**src/rtl/pllt_pkg.sv**
```systemverilog
package pllt_pkg;
   localparam int DEF_MUL_W = 11;
   localparam int DEF_DIV_W = 8;
   localparam int DEF_CNT_W = 6;

   typedef enum logic {
      RATIO_COMB = 1'b0,
      RATIO_REG  = 1'b1
   } ratio_mode_e;
endpackage

```
**src/rtl/pllt_cfg_reg.sv**
```systemverilog
module pllt_cfg_reg #(
   parameter int MUL_W = pllt_pkg::DEF_MUL_W,
   parameter int DIV_W = pllt_pkg::DEF_DIV_W,
   parameter int CNT_W = pllt_pkg::DEF_CNT_W,
   localparam int WORD_W = MUL_W + DIV_W + CNT_W
) (
   input  logic             clk,
   input  logic             rst_n,
   input  logic             we,
   input  logic [WORD_W-1:0] wdata,
   output logic [MUL_W-1:0] mul_q,
   output logic [DIV_W-1:0] div_q,
   output logic [CNT_W-1:0] cnt_q,
   output logic             path_chg,
   output logic             on_next,
   output logic [CNT_W-1:0] cnt_next,
   output logic             on_q
);
   logic [MUL_W-1:0] w_mul;
   logic [DIV_W-1:0] w_div;
   logic [CNT_W-1:0] w_cnt;

   assign w_mul = wdata[MUL_W-1:0];
   assign w_div = wdata[MUL_W +: DIV_W];
   assign w_cnt = wdata[MUL_W+DIV_W +: CNT_W];

   always_comb begin
      path_chg = we && ((w_mul != mul_q) || (w_div != div_q));
      on_next  = we ? ((w_mul != '0) && (w_div != '0)) : on_q;
      cnt_next = we ? w_cnt : cnt_q;
   end

   assign on_q = (mul_q != '0) && (div_q != '0);

   always_ff @(posedge clk) begin
      if (!rst_n) begin
         mul_q <= '0;
         div_q <= '0;
         cnt_q <= '0;
      end else if (we) begin
         mul_q <= w_mul;
         div_q <= w_div;
         cnt_q <= w_cnt;
      end
   end
endmodule

```
**src/rtl/pllt_lock_ctr.sv**
```systemverilog
module pllt_lock_ctr #(
   parameter int CNT_W = pllt_pkg::DEF_CNT_W
) (
   input  logic             clk,
   input  logic             rst_n,
   input  logic             restart,
   input  logic             enable,
   input  logic [CNT_W-1:0] target,
   output logic             locked
);
   logic [CNT_W-1:0] cnt_q;
   logic [CNT_W:0]   cnt_inc;
   logic [CNT_W:0]   goal;

   always_comb begin
      cnt_inc = {1'b0, cnt_q} + 1'b1;
      goal    = (target == '0) ? {{CNT_W{1'b0}}, 1'b1} : {1'b0, target};
   end

   always_ff @(posedge clk) begin
      if (!rst_n) begin
         cnt_q  <= '0;
         locked <= 1'b0;
      end else if (restart || !enable) begin
         cnt_q  <= '0;
         locked <= 1'b0;
      end else if (!locked) begin
         cnt_q <= cnt_inc[CNT_W-1:0];
         if (cnt_inc >= goal) locked <= 1'b1;
      end
   end
endmodule

```
**src/rtl/pllt_ratio.sv**
```systemverilog
module pllt_ratio #(
   parameter int MUL_W = pllt_pkg::DEF_MUL_W,
   parameter pllt_pkg::ratio_mode_e MODE = pllt_pkg::RATIO_COMB
) (
   input  logic           clk,
   input  logic           rst_n,
   input  logic           on,
   input  logic [MUL_W-1:0] mul,
   output logic [MUL_W:0] ratio
);
   logic [MUL_W:0] ratio_d;

   assign ratio_d = on ? ({1'b0, mul} + 1'b1) : '0;

   generate
      if (MODE == pllt_pkg::RATIO_REG) begin : g_reg
         logic [MUL_W:0] ratio_q;
         always_ff @(posedge clk) begin
            if (!rst_n) ratio_q <= '0;
            else        ratio_q <= ratio_d;
         end
         assign ratio = ratio_q;
      end else begin : g_comb
         assign ratio = ratio_d;
      end
   endgenerate
endmodule

```
**src/rtl/pll_lock_tracker.sv**
```systemverilog
module pll_lock_tracker #(
   parameter int MUL_W = pllt_pkg::DEF_MUL_W,
   parameter int DIV_W = pllt_pkg::DEF_DIV_W,
   parameter int CNT_W = pllt_pkg::DEF_CNT_W,
   parameter pllt_pkg::ratio_mode_e RATIO_MODE = pllt_pkg::RATIO_COMB,
   localparam int WORD_W = MUL_W + DIV_W + CNT_W
) (
   input  logic              clk_ref,
   input  logic              rst_n,
   input  logic              cfg_we,
   input  logic [WORD_W-1:0] cfg_wdata,
   input  logic              irq_en,
   output logic [MUL_W-1:0]  cfg_mul,
   output logic [DIV_W-1:0]  cfg_div,
   output logic [CNT_W-1:0]  cfg_lockcnt,
   output logic              pll_on,
   output logic [MUL_W:0]    mult_ratio,
   output logic              locked,
   output logic              irq
);
   generate
      if (MUL_W < 1 || MUL_W > 16) begin : g_bad_mul
         $error("pll_lock_tracker: MUL_W out of range");
      end
      if (DIV_W < 1 || DIV_W > 16) begin : g_bad_div
         $error("pll_lock_tracker: DIV_W out of range");
      end
      if (CNT_W < 1 || CNT_W > 24) begin : g_bad_cnt
         $error("pll_lock_tracker: CNT_W out of range");
      end
   endgenerate

   logic             path_chg;
   logic             on_next;
   logic [CNT_W-1:0] cnt_next;

   pllt_cfg_reg #(.MUL_W(MUL_W), .DIV_W(DIV_W), .CNT_W(CNT_W)) u_cfg (
      .clk      (clk_ref),
      .rst_n    (rst_n),
      .we       (cfg_we),
      .wdata    (cfg_wdata),
      .mul_q    (cfg_mul),
      .div_q    (cfg_div),
      .cnt_q    (cfg_lockcnt),
      .path_chg (path_chg),
      .on_next  (on_next),
      .cnt_next (cnt_next),
      .on_q     (pll_on)
   );

   pllt_lock_ctr #(.CNT_W(CNT_W)) u_lock (
      .clk     (clk_ref),
      .rst_n   (rst_n),
      .restart (path_chg),
      .enable  (on_next),
      .target  (cnt_next),
      .locked  (locked)
   );

   pllt_ratio #(.MUL_W(MUL_W), .MODE(RATIO_MODE)) u_ratio (
      .clk   (clk_ref),
      .rst_n (rst_n),
      .on    (pll_on),
      .mul   (cfg_mul),
      .ratio (mult_ratio)
   );

   assign irq = locked & irq_en;
endmodule

```
**config.mk**
```make
export PLATFORM = sky130hd
export DESIGN_NAME = pll_lock_tracker
export DESIGN_NICKNAME = d
export VERILOG_FILES = /design/src/rtl/pllt_pkg.sv /design/src/rtl/pllt_cfg_reg.sv /design/src/rtl/pllt_lock_ctr.sv /design/src/rtl/pllt_ratio.sv /design/src/rtl/pll_lock_tracker.sv
export SDC_FILE = /design/constraint.sdc
export NUM_CORES = 1
export LEC_CHECK = 0
export ABC_AREA = 1
export BUFFER_PORTS_ARGS = -buffer_cell sky130_fd_sc_hd__buf_2
export CORE_ASPECT_RATIO = 0.75
export CORE_MARGIN = 2
export CORE_UTILIZATION = 40
export DETAILED_ROUTE_END_ITERATION = 10
export HOLD_SLACK_MARGIN = 0.06
export PLACE_DENSITY = 0.68
export SKIP_LAST_GASP = 1
export SLEW_MARGIN = 20
export SYNTH_ARGS = -nofsm -noshare
export SYNTH_HDL_FRONTEND = slang
export SYNTH_SLANG_ARGS = --single-unit
```
**constraint.sdc**
```tcl
create_clock -name clk_ref -period 2.8 [get_ports clk_ref]
set_clock_uncertainty 0.2 [all_clocks]
set_input_delay 0.56 -clock clk_ref [delete_from_list [all_inputs] [get_ports clk_ref]]
set_output_delay 0.56 -clock clk_ref [all_outputs]
set_load 0.02 [all_outputs]
```
### Yosys cells after proc, flatten, opt, wreduce, memory -nomap -nowiden

Cells that the tools add are included.

* output and inout bits: 40
* register bits after elaboration: 32
* logic and storage cells: 30

* equal/unequal tests: 2
* magnitude comparators: 1
* mux-type cells: 6
* reduce and logical (&&, ||, !) cells: 12
* add/subtract/negate cells: 2
* bitwise logic cells: 2

Operators with widths (number)
* $reduce_bool A11 Y1: 2
* $reduce_bool A8 Y1: 2
* $add A11 B1 Y12 const B: 1
* $mux W12: 1
* $mux W6: 2
* $ne A11 B11 Y1: 1
* $ne A8 B8 Y1: 1
* $add A6 B1 Y7 const B: 1
* $ge A7 B7 Y1: 1
* $logic_not A6 Y1: 1
* $logic_and A1 B1 Y1: 3
* $mux W1: 3
* $logic_or A1 B1 Y1: 2
* $reduce_or A2 Y1: 1
* $and A1 B1 Y1: 1
* $logic_not A1 Y1: 1
* $not A1 Y1: 1

### Depth between registers and ports, before layout

* word-level depth: 6
* gate-level depth with buffers: 12

### Cells and area by module

From an unflattened synthesis, not the netlist that was laid out.

* cell total of the unflattened synthesis: 331
* area, all modules: 2093.3 µm²

By module, submodules not included
* pllt_cfg_reg: instances 1, seq. area each 500.5 µm², area each 1275.0 µm², cells each 196
* pllt_lock_ctr: instances 1, seq. area each 140.1 µm², area each 524.3 µm², cells each 73
* pllt_ratio: instances 1, seq. area each 0.0 µm², area each 286.5 µm², cells each 60
* pll_lock_tracker: instances 1, seq. area each 0.0 µm², area each 7.5 µm², cells each 2

### Worst setup path after synthesis

Ideal clock, no wire load.

* path type: reg-to-output
* start point: register u_cfg.mul_q[0]
* end point: output port mult_ratio[5]
* path buffers: 0
* required time: 2.040 ns
* arrival: 1.711 ns
* stages on the path, launching flop included: 10
* path slack: 0.329 ns
* path through: dfxtp_1 -> inv_1 -> ha_1 -> nand2_1 -> nor3_1 -> nand4_1 -> nand2_2 -> inv_2 -> o21ai_0 -> a21oi_1

* cells in the longest elaborated chain, start to end: 3
* elaborated cells between the ends (all ways): 4
* those cells by class: add/sub: 1; mux: 1; reduce/logical: 2

Ends and longest elaborated chain
* start, declared: RTL line pllt_cfg_reg.sv:11 `output logic [MUL_W-1:0] mul_q,`
* start signal, assigned: RTL line pllt_cfg_reg.sv:41 `mul_q <= w_mul;`
* $reduce_bool A11 Y1: RTL line pllt_cfg_reg.sv:33 `assign on_q = (mul_q != '0) && (div_q != '0);`
* $logic_and A1 B1 Y1: RTL line pllt_cfg_reg.sv:33
* net pll_on: RTL line pll_lock_tracker.sv:16 `output logic pll_on,`
* $mux W12: RTL line pllt_ratio.sv:13 `assign ratio_d = on ? ({1'b0, mul} + 1'b1) : '0;`
* end, declared: RTL line pll_lock_tracker.sv:17 `output logic [MUL_W:0] mult_ratio,`

The timed path passes the listed nets, and every way through them passes these cells.

### Worst setup path in the final report

* start point: register u_cfg.mul_q[0]
* end point: output port mult_ratio[5]

* cells in the longest elaborated chain, start to end: 3
* elaborated cells between the ends (all ways): 4
* those cells by class: add/sub: 1; mux: 1; reduce/logical: 2

Ends and longest elaborated chain (RTL line)
* parallel branches: the longest is 2 deep, another holds $add A11 B1 Y12
* $mux W12 (*): pllt_ratio.sv:13

Every way passes the cells marked *.

==> qor.txt <==
Chip height = 66.4 um
Setup CP Type = flip-flop to primary output
Initial antenna violation count = 0
Hold WC Path Type = flip-flop to flip-flop
First-pass iteration count of the detailed router = 4
Final nets = 430
#FFs+latches synth = 32
Critical Path Source Type = flip-flop
Worst Slack Setup Final = 0.172 ns
Drt total wl = 5550 um
Ports = 69
Cell count after synthesis = 324
Clock Sinks = 32
Most common cell after layout, fill and taps aside = nand2_1
TritonCTS Buffers = 5
Sequential area share after synthesis = 0.308
Max-Cap Viols = 0
Library cells used by synthesis = 29
Die span in x = 87.3 um
Total power = 1.27 mW
Mapped Area = 2080 sq um
Ant diodes = 0
Post-Syn Nets = 362
Post-synth EDFFs = 0
Logic gate share of total power = 0.244
Area grow syn2layout = 23.4%
Status = finished, final reports clean
RSZ-0062 raised after global routing = false
1st-iter DRT viols = 117
Crit-path max FO = 7
DRC = 0
Worst-path clk slew = 0.06 ns
Total grt overflow = 0
Non-Filler Instances = 453
Internal cell power = 0.859 mW
Seq pwr share = 0.410
Synth warn = 0
Slowest-stage cell, CP = dfxtp_2
Family with the most delay on the worst path = flip-flops
Final period utilization = 0.939
Core ar. = 4950 sq um
CTS tree = built
Worst Tran Pin Value = 0.373 ns
Vias in the first global route = 1855
Post-synth ARST share = 0
Crit. End Element = primary output
Sw Pwr = 0.409 mW
Pre-CTS setup slack = 0.229 ns
Total die area = 5800 sq um
Setup violators final = 0
Total GRT Usage = 0.198
CP required = 2.04 ns
Wire length of the first global-routing pass = 8990 um
Largest net degree at the start of global routing = 22
H-tree levels = 2
Peak supply drop = 0.000293 V
Avg WL per Cell = 12.2 um
HPWL Detailed = 4260 um
Buf+Inv Stages, Crit Path = 3
Drt via density = 4.93
Share of cells above drive strength 1 = 0.242
Final min period = 2.63 ns
Worst-Skew Late Latency = 0.28 ns
Port Buf Inserts = 68
Initial Util = 0.420
WHS = 0.347 ns
Cells after DPL = 445
CP Cell Sequence = inv_1, ha_1, nand2_1, nor3_1, nand4_1, nand2_4, inv_2, o21ai_0, a21oi_1, buf_2
GPL Wtd Cong = 0.822
Leak pwr = 1.36 nW
Post-synth top flop = dfxtp_1
Pwr dens = 494 nW/um^2
Clk pwr share = 0.346
Sw frac = 0.323
Maximum clock rate = 0.380 GHz
Total number of vias = 2235
Commonest non-fill, non-tap cells in the layout = 71 x nand2_1, 68 x buf_2, 47 x nor2_1, 41 x inv_1, 30 x dfxtp_1
Slew HR = 0.752
Clk buf depth = 2
ANT nets after route = 0
Hold-fix buffers, CTS = 0
Synth Area per Inst = 6.42 sq um
Number of failing hold endpoints at the final stage = 0
Post-CTS Setup Bufs = 0
Max-slew violations = 0
Setup_tns = 0 ns
# rows = 22
Root buf cell = clkbuf_8
Max stage delay on crit path = 0.39 ns
Worst EP arrival = 1.87 ns
## stage by stage
stage                util  area [sq um]
floorplan               -          2080
global placement    0.495          2450
detailed placement  0.495          2450
CTS                 0.516          2560
global route        0.518          2570
finish              0.518          2570
## worst paths after layout
check                                             startpoint                          end  cells past startpoint  slack [ns]
worst max-delay path             u_cfg.mul_q[0]$_SDFFE_PN0P_                mult_ratio[5]                     10        0.17
worst min-delay path             u_cfg.div_q[3]$_SDFFE_PN0P_  u_cfg.div_q[3]$_SDFFE_PN0P_                      2        0.35
worst max register to register  u_lock.cnt_q[0]$_SDFFE_PP0N_     u_lock.locked$_SDFF_PP0_                     10        0.56
worst min register to register   u_cfg.div_q[3]$_SDFFE_PN0P_  u_cfg.div_q[3]$_SDFFE_PN0P_                      2        0.35
## tightest hold or removal path, delay by kind of cell, from the launching register on
kind / cells / cell delay, ns
buf+inv: 1 / 0.10
compound gates: 1 / 0.07
flops: 1 / 0.34
## repair_timing
item | 4_1_cts | 5_1_grt
hold endpoints to repair | 0 | 0
setup endpoints to repair | 0 | 7
resized for setup | 0 | 3
## power groups by stage
stage | Clock [mW] | Sequential, mW | Combinational (mW)
finish | 0.439 | 0.520 | 0.309
global route | 0.474 | 0.524 | 0.345
CTS | 0.446 | 0.518 | 0.308
detailed placement | 0 | 0.529 | 0.307
global placement | 0 | 0.528 | 0.303
floorplan | 0 | 0.548 | 0.182
## area by class of cell
cell class	instances	area, sq um
timing repair buffer	71	363
tap	60	75.1
fill	498	2390
inverter	48	180
clock inverter	2	35.0
clock buffer	6	72.6
sequential	32	643
multi-input combinational	234	1200
## sequential cells by signal, summed over array words and instances (netlist names)
register,cells
u_cfg.cnt_q,6
u_cfg.div_q,8
u_cfg.mul_q,11
u_lock.cnt_q,6
u_lock.locked,1
## cell families (layout without fill, tap and decap cells)
| group | after synthesis | in the layout | synth area share |
|---|---|---|---|
| flip-flops | 32 | 32 | 0.308 |
| AO/OA/AOI/OAI | 59 | 59 | 0.143 |
| adder cells (fa/ha/maj) | 9 | 9 | 0.0542 |
| multiplexers | 8 | 8 | 0.0385 |
| XOR/XNOR | 7 | 7 | 0.0295 |
| buffers and inverters | 58 | 127 | 0.119 |
| AND/OR/NAND/NOR | 151 | 151 | 0.309 |
## metal layers
layer | track usage | vias up | routed length [um]
li1 | - | 1172 | -
met1 | 0.300 | 971 | 2760
met2 | 0.279 | 88 | 2290
met3 | 0.0462 | 4 | 474
met4 | 0.0462 | 0 | 26
met5 | 0 | - | 0
## Yosys cell counts, drive strengths merged, types with 3 or more instances
cell / instances / area (sq um)
a21oi: 27 / 135
buf: 7 / 55.1
clkbuf: 3 / 11.3
dfxtp: 32 / 641
ha: 9 / 113
inv: 47 / 176
mux2i: 8 / 80.1
nand2: 74 / 285
nand3: 10 / 50.1
nand4: 6 / 37.5
nor2: 50 / 195
nor3: 6 / 35.0
nor4: 3 / 25.0
o21ai: 31 / 155
xor2: 6 / 52.6
No activity file was read; power rests on OpenSTA's default activity.
